File: config.mk
export PLATFORM = sky130hd
export DESIGN_NAME = hostbus_regif
export DESIGN_NICKNAME = d
export VERILOG_FILES = /design/src/rtl/hbr_pkg.sv /design/src/rtl/hbr_ctrl.sv /design/src/rtl/hbr_regbank.sv /design/src/rtl/hostbus_regif.sv
export SDC_FILE = /design/constraint.sdc
export NUM_CORES = 1
export LEC_CHECK = 0
export ABC_AREA = 0
export CAP_MARGIN = 10
export CORE_UTILIZATION = 55
export CTS_BUF_LIST = sky130_fd_sc_hd__clkbuf_8
export DETAILED_ROUTE_END_ITERATION = 8
export PLACE_DENSITY_LB_ADDON = 0.12
export SYNTH_ARGS = -nofsm -noshare
export SYNTH_HDL_FRONTEND = slang
export SYNTH_SLANG_ARGS = --single-unit
File: constraint.sdc
create_clock -name clk -period 4.7 [get_ports clk]
set_clock_uncertainty 0.1 [all_clocks]
set_input_delay 0.94 -clock clk [delete_from_list [all_inputs] [get_ports clk]]
set_output_delay 0.94 -clock clk [all_outputs]
set_load 0.05 [all_outputs]
File: src/rtl/hbr_pkg.sv
package hbr_pkg;

    typedef enum logic [1:0] {
        ST_IDLE = 2'd0,
        ST_WAIT = 2'd1,
        ST_ACK  = 2'd2,
        ST_HOLD = 2'd3
    } hbr_state_e;

endpackage

File: src/rtl/hbr_ctrl.sv
module hbr_ctrl
    import hbr_pkg::*;
#(
    parameter int WAIT_STATES = 2
) (
    input  logic clk,
    input  logic rst,
    input  logic cs_n,
    input  logic we_n,
    input  logic rd_wr_n,
    output logic wr_en,
    output logic rd_cap,
    output logic rdy,
    output logic oe
);

    localparam int CNT_W = (WAIT_STATES > 0) ? $clog2(WAIT_STATES + 1) : 1;
    localparam logic [CNT_W-1:0] CNT_LOAD = (WAIT_STATES > 0) ? CNT_W'(WAIT_STATES - 1) : '0;

    hbr_state_e state_q, state_d;
    logic [CNT_W-1:0] cnt_q, cnt_d;
    logic is_read_q, is_read_d;
    logic start;

    assign start  = !cs_n && (rd_wr_n || !we_n);
    assign wr_en  = (state_q == ST_IDLE) && !cs_n && !we_n && !rd_wr_n;
    assign rd_cap = (state_q == ST_IDLE) && !cs_n && rd_wr_n;

    always_comb begin
        state_d   = state_q;
        cnt_d     = cnt_q;
        is_read_d = is_read_q;
        unique case (state_q)
            ST_IDLE: begin
                if (start) begin
                    is_read_d = rd_wr_n;
                    cnt_d     = CNT_LOAD;
                    state_d   = (WAIT_STATES > 0) ? ST_WAIT : ST_ACK;
                end
            end
            ST_WAIT: begin
                if (cs_n) begin
                    state_d = ST_IDLE;
                end else if (cnt_q == '0) begin
                    state_d = ST_ACK;
                end else begin
                    cnt_d = cnt_q - 1'b1;
                end
            end
            ST_ACK: begin
                state_d = cs_n ? ST_IDLE : ST_HOLD;
            end
            ST_HOLD: begin
                if (cs_n) begin
                    state_d = ST_IDLE;
                end
            end
            default: state_d = ST_IDLE;
        endcase
    end

    // state register
    always_ff @(posedge clk) begin
        if (rst) begin
            state_q   <= ST_IDLE;
            cnt_q     <= '0;
            is_read_q <= 1'b0;
        end else begin
            state_q   <= state_d;
            cnt_q     <= cnt_d;
            is_read_q <= is_read_d;
        end
    end

    // registered outputs, so ready only moves on rising edges
    always_ff @(posedge clk) begin
        if (rst) begin
            rdy <= 1'b0;
            oe  <= 1'b0;
        end else begin
            rdy <= (state_d == ST_ACK);
            oe  <= (state_d != ST_IDLE) && is_read_d;
        end
    end

    AST_RDY_ONE_CYCLE: assert property (@(posedge clk) disable iff (rst) rdy |=> !rdy);
    AST_CS_RELEASE: assert property (@(posedge clk) disable iff (rst) cs_n |=> (!rdy && !oe));
    AST_RDY_NEEDS_CS: assert property (@(posedge clk) disable iff (rst) rdy |-> $past(!cs_n));
    AST_OE_ON_READ: assert property (@(posedge clk) disable iff (rst) $rose(oe) |-> $past(rd_wr_n));
    AST_NO_OE_WRITE: assert property (@(posedge clk) disable iff (rst) wr_en |=> !oe);

endmodule

File: src/rtl/hbr_regbank.sv
module hbr_regbank #(
    parameter int NUM_REGS = 16,
    parameter int ADDR_W   = 6
) (
    input  logic                  clk,
    input  logic                  rst,
    input  logic                  wr_en,
    input  logic                  rd_cap,
    input  logic [ADDR_W-1:0]     addr,
    input  logic [7:0]            wdata,
    output logic [7:0]            rdata_q,
    output logic [NUM_REGS*8-1:0] regs_flat
);

    localparam int IDX_W = (NUM_REGS > 1) ? $clog2(NUM_REGS) : 1;

    logic       mapped;
    logic [7:0] rd_mux;
    logic [7:0] bank [NUM_REGS];

    assign mapped = (32'(addr) < NUM_REGS);

    for (genvar i = 0; i < NUM_REGS; i++) begin : g_reg
        always_ff @(posedge clk) begin
            if (rst) begin
                bank[i] <= 8'h00;
            end else if (wr_en && mapped && (IDX_W'(addr) == IDX_W'(i))) begin
                bank[i] <= wdata;
            end
        end
        assign regs_flat[i*8 +: 8] = bank[i];
    end

    always_comb begin
        rd_mux = 8'h00;
        if (mapped) begin
            rd_mux = bank[IDX_W'(addr)];
        end
    end

    always_ff @(posedge clk) begin
        if (rst) begin
            rdata_q <= 8'h00;
        end else if (rd_cap) begin
            rdata_q <= rd_mux;
        end
    end

    AST_UNMAPPED_READ_ZERO: assert property (@(posedge clk) disable iff (rst) (rd_cap && !mapped) |=> (rdata_q == 8'h00));
    AST_UNMAPPED_WRITE_KEEP: assert property (@(posedge clk) disable iff (rst) (wr_en && !mapped) |=> $stable(regs_flat));
    AST_IDLE_BANK_STABLE: assert property (@(posedge clk) disable iff (rst) !wr_en |=> $stable(regs_flat));

endmodule

File: src/rtl/hostbus_regif.sv
module hostbus_regif #(
    parameter int NUM_REGS    = 16,
    parameter int ADDR_W      = 6,
    parameter int WAIT_STATES = 2
) (
    input  logic                  clk,
    input  logic                  rst,
    input  logic                  cs_n,
    input  logic                  we_n,
    input  logic                  rd_wr_n,
    input  logic                  ale,
    input  logic [ADDR_W-1:0]     addr,
    input  logic [7:0]            bus_din,
    output logic [7:0]            bus_dout,
    output logic                  bus_oe,
    output logic                  rdy,
    output logic [NUM_REGS*8-1:0] cfg_q
);

    logic wr_en;
    logic rd_cap;
    logic ale_unused;

    // address latch enable has no role in this synchronous mode
    assign ale_unused = ale;

    hbr_ctrl #(
        .WAIT_STATES(WAIT_STATES)
    ) u_ctrl (
        .clk     (clk),
        .rst     (rst),
        .cs_n    (cs_n),
        .we_n    (we_n),
        .rd_wr_n (rd_wr_n),
        .wr_en   (wr_en),
        .rd_cap  (rd_cap),
        .rdy     (rdy),
        .oe      (bus_oe)
    );

    hbr_regbank #(
        .NUM_REGS (NUM_REGS),
        .ADDR_W   (ADDR_W)
    ) u_bank (
        .clk       (clk),
        .rst       (rst),
        .wr_en     (wr_en),
        .rd_cap    (rd_cap),
        .addr      (addr),
        .wdata     (bus_din),
        .rdata_q   (bus_dout),
        .regs_flat (cfg_q)
    );

    AST_WRITE_QUALIFIED: assert property (@(posedge clk) disable iff (rst) wr_en |-> (!cs_n && !we_n && !rd_wr_n));
    AST_RESET_QUIET: assert property (@(posedge clk) rst |=> (!rdy && !bus_oe && (cfg_q == '0)));

endmodule

* Word level (Yosys, flattened, before mapping) *
Memory sizes are Yosys's and may differ from the RTL's.
Index checks and enable logic that the tools add are counted.

cells by class
  multiplexer cells = 79
  $add $sub $neg = 1
  eq/ne operators = 22
  order comparisons = 1
  bitwise operators = 16
  reduce and logical (&&, ||, !) cells = 33

operator list
  operator                                               number
  two-way mux 8 bit                                      17
  two-way mux 1 bit                                      52
  equality test 4 bit, second input constant             8
  logical AND 1 bit                                      23
  equality test 4 x 3 -> 1 bit, second input constant    4
  two-way mux 2 bit                                      8
  OR 1 bit                                               16
  equality test 4 x 2 -> 1 bit, second input constant    2
  case mux 2 bit (4 select lines)                        1
  equality test 2 bit, second input constant             3
  < comparator 6 x 5 -> 1 bit, second input constant     1
  equality test 4 x 1 -> 1 bit, second input constant    1
  zero test 2 bit                                        2
  zero test 4 bit                                        1
  inequality test 2 bit, second input constant           2
  case mux 2 bit (2 select lines)                        1
  AND reduction 4 bit                                    1
  nonzero test 2 bit                                     2
  zero test 1 bit                                        3
  equality test 2 x 1 -> 1 bit, second input constant    1
  inequality test 2 x 1 -> 1 bit, second input constant  1
  subtractor 2 x 1 -> 2 bit, second input constant       1
  logical OR 1 bit                                       1

storage, ports and cells
  output and inout port bits = 138
  input port bits = 20
  word-level logic and storage cells = 159
  memories = 1
  memory bits (writable) = 128
  flip-flop bits (word level) = 15

memories
  name         depth  bits a word  rd ports  clocked after memory_dff  wr ports  RTL line           RTL
  u_bank.bank  16     8            17        0                         16        hbr_regbank.sv:19  logic [7:0] bank [NUM_REGS];

* Logic depth before layout (Yosys ltp) *
  word-level depth = 10
  gate-level depth with buffers = 6
  gate-level depth less buffers = 5

* By module *
A second synthesis with hierarchy kept.

unflattened totals
  cell total of the unflattened synthesis = 434
  area total of the unflattened synthesis = 6543.8 um^2

by module, submodules not included
  module       area an instance (um^2)  sequential area each (um^2)  cells each  instances
  hbr_regbank  6226.0                   4003.8                       399         1
  hbr_ctrl     317.8                    140.1                        35          1

* Worst setup path after synthesis *
OpenSTA, ideal clock, no wires.

  kind = input port to flip-flop
  from = input port addr[1]
  to = memory u_bank.bank[5][0] (enable)
  stages on the path = 4
  data arrival time = 2.254 ns
  required time = 4.225 ns
  slack = 1.972 ns
  cells stage by stage = buf_2 nor4_1 nand3_1 o21bai_1

RTL lines
  element      RTL line             RTL
  from (decl)  hostbus_regif.sv:12  input logic [ADDR_W-1:0] addr,
  to (decl)    hbr_regbank.sv:19

==> impl_metrics.toml <==
[synthesis]
synth.distinct_cells = 34
yosysMostFrequentCell = "nor3_1"
synth_area_leaders = "edfxtp_1 (60%), mux4_2 (11%), nor3_1 (10%)"
synth_warnings = 0
synth_fp_nets = 479
synth_top_family_by_area = "simple AND/OR/NAND/NOR gates"
ys_ff_latch = 143
syn_area_per_cell_um2 = 14.1
synth_edf_count = 128
synthArstFlopShare = 0
synth_top_area_cell = "edfxtp_1"
muxShareOfSynthArea = 0.137
synth_adder_area_share = 0.00194
synth-compound-area-share = 0.0380
synth_simple_gate_area_frac = 0.143
synth_area_um2 = 6450
yosysTopAreaCellShare = 0.596
syn_inst = 458
ys_dominant_reg_cell = "edfxtp_1"
ys_seq_area_frac = 0.642
synth_common_cells = "nor3_1 (131), edfxtp_1 (128), clkbuf_1 (43), mux4_2 (32), mux2i_1 (16)"
synth_xor_area_frac = 0

[final_layout]
drive_above_1_share = 0.135
nets = 615
final_core_util = 0.735
diodes = 0
num-fill-cells = 769
area_growth_pct = 30.2

[power_and_ir_drop]
p_leak_nw = 2.80
p_sw_frac = 0.291
p_comb_frac = 0.155
p_seq_frac = 0.536
p_per_area_nw_per_um2 = 321
ir_drop_uv = 286
p_total_mw = 2.70
clockPowerShare = 0.309
internal-power_mw = 1.91
p_sw_mw = 0.785

[hold_path]
hold_path_class = "flop to flop"
whs_path_depth = 2
hp-start = "u_ctrl.is_read_q$_SDFF_PP0_"
min_to = "u_ctrl.is_read_q$_SDFF_PP0_"

[drt]
wl_per_cell_um = 24.0
dr.pass1.iters = 5
drtIter0Drc = 583
vias_per_cell = 6.41
post-route-drc-count = 0
num_vias = 4807
finalWirelength_um = 18000
antenna_left = 0

[cts]
ctsLongestPathBuffers = 2
post_cts_buffers = 0
clk_latency_ns = 0.45
numCtsBuffers = 17
tritoncts = "built"
cts_resized = 0
cts-root-buf = "clkbuf_8"
clock_sinks = 143
path_clk_slew_ns = 0.08
hold_buffers = 0
cts.htree.levels = 4

[timing]
hold_viol_final = 0
holdWs_ns = 0.398
rsz0062_at_grt = "no"
worstMarginPinSlew_ns = 1.02
max_freq_mhz = 294
min_period_over_period = 0.723
drv_slew = 0
setup_violations = 0
max_slew_margin = 0.322
worst_slack_ns = 1.30
tns_ns = 0
fin_crit_ns = 3.40

[worst_setup_path]
rrSetupSlack_ns = 2.06
cpPeakStageDelay_ns = 0.83
setup.worst_path.end_class = "flop"
startpoint = "we_n"
worst_path_max_delay_cell = "o21bai_1"
cp_num_buf_inv = 1
crit-reg2reg-launch = "u_ctrl.state_q[0]$_SDFF_PP0_"
r2r_end = "u_bank.bank[9][5]$_SDFFCE_PN0P_"
crit_type = "input port to flop"
worstPathCellList = "clkdlybuf4s50_1, nor4_1, nand4_1, o21bai_1"
worst_setup_path_start_kind = "input port"
r2r_cells = 3
required_ns = 4.67
critical_path.top_delay_family = "simple AND/OR/NAND/NOR gates"
crit_arrival_ns = 3.37
worstPathMaxFanout = 8

[floorplanning]
rows = 39
die_area_um2 = 12200
io-pin-count = 158
die_h_um = 110
core_region_area_um2 = 11400
die_w_um = 110
initial_core_util = 0.565

[grt]
grt_pass1_vias = 4630
antenna_found_initial = 0
grt_usage = 0.312
grt_pass1_wl_um = 26300
grt_max_degree = 43
gr-total-overflow = 0

[job]
cap_viol_max_count = 0

[placed_design]
finalWeightedCongestion = 0.940
numPortBuffers = 156
hpwl_um = 11900
place_ws_ns = 1.02

[outcome]
status = "finished clean"
-- layout by cell type (no fill, tap or decap), types with 3 or more instances in the layout --
cell	synthesis	layout
inv_1	10	11
nand3_1	5	5
nor2_1	5	5
nor4_1	3	3
buf_4	0	12
nand2b_1	3	3
mux4_2	32	32
mux2i_1	16	16
o221ai_1	8	8
nor3_1	131	131
a21o_1	6	6
clkinv_2	0	4
a21oi_1	4	4
nand3b_1	9	9
dfxtp_1	15	15
clkbuf_8	0	17
clkinvlp_4	0	6
o21bai_1	8	8
edfxtp_1	128	128
nand2_1	3	3
clkdlybuf4s50_1	0	154
a31o_2	3	3
nand4_1	3	3
-- worst max path at each step --
stage | to | slack (ns) | cells past startpoint
CTS | u_bank.bank[15][7]$_SDFFCE_PN0P_ | 1.49 | 4
global placement | u_bank.bank[15][2]$_SDFFCE_PN0P_ | 1.10 | 4
detailed placement | u_bank.bank[15][5]$_SDFFCE_PN0P_ | 1.02 | 4
finish | u_bank.bank[3][4]$_SDFFCE_PN0P_ | 1.30 | 4
global route | u_bank.bank[15][6]$_SDFFCE_PN0P_ | 1.29 | 4
floorplan | u_bank.bank[5][0]$_SDFFCE_PN0P_ | 1.97 | 4
-- metal layers --
layer / track usage / wire length, um / up-vias
li1: - / - / 2086
met5: 0 / 0 / -
met4: 0.148 / 566 / 0
met1: 0.428 / 6790 / 2391
met3: 0.0700 / 1740 / 34
met2: 0.478 / 8930 / 296
-- power groups by stage --
stage,clock (mW),combinational [mW],sequential (mW)
after floorplan,0,0.137,1.60
after global placement,0,0.410,1.47
after detailed placement,0,0.414,1.48
after CTS,0.837,0.416,1.45
after global routing,0.888,0.435,1.45
final,0.834,0.418,1.45
-- flip-flops by register name, indices dropped and copies added (netlist names) --
name	cells
u_ctrl.is_read_q	1
u_bank.rdata_q	8
u_ctrl.state_q	2
u_bank.bank	128
u_ctrl.oe	1
u_ctrl.rdy	1
u_ctrl.cnt_q	2
-- tightest hold or removal path, delay by kind of cell, from the launching register on --
| kind | cells | cell delay (ns) |
|---|---|---|
| compound gates | 2 | 0.15 |
| flops | 1 | 0.30 |
-- cell type report --
type | instances | area, um^2 | share of cell area
clock buffer | 17 | 234 | 0.0279
clock inverter | 15 | 98.8 | 0.0118
inverter | 10 | 37.5 | 0.00447
multi-input combinational | 254 | 2060 | 0.246
sequential | 143 | 4140 | 0.494
tap | 143 | 179 | 0.0213
timing repair buffer | 168 | 1640 | 0.195
-- stage by stage --
stage          std cells  instance area [um^2]
2_1_floorplan        458                  6450
3_5_place_dp         718                  8060
6_report             750                  8400
3_3_place_gp         718                  8060
4_1_cts              750                  8400
5_1_grt              750                  8400
-- logic make-up (layout without fill, tap and decap cells) --
kind of cell | after synthesis | in the layout
AND/OR/NAND/NOR | 173 | 173
flip-flops | 143 | 143
buffers and inverters | 61 | 210
multiplexers | 48 | 48
AO/OA/AOI/OAI | 32 | 32
adder cells (fa/ha/maj) | 1 | 1
No activity file was read; power rests on OpenSTA's default activity.
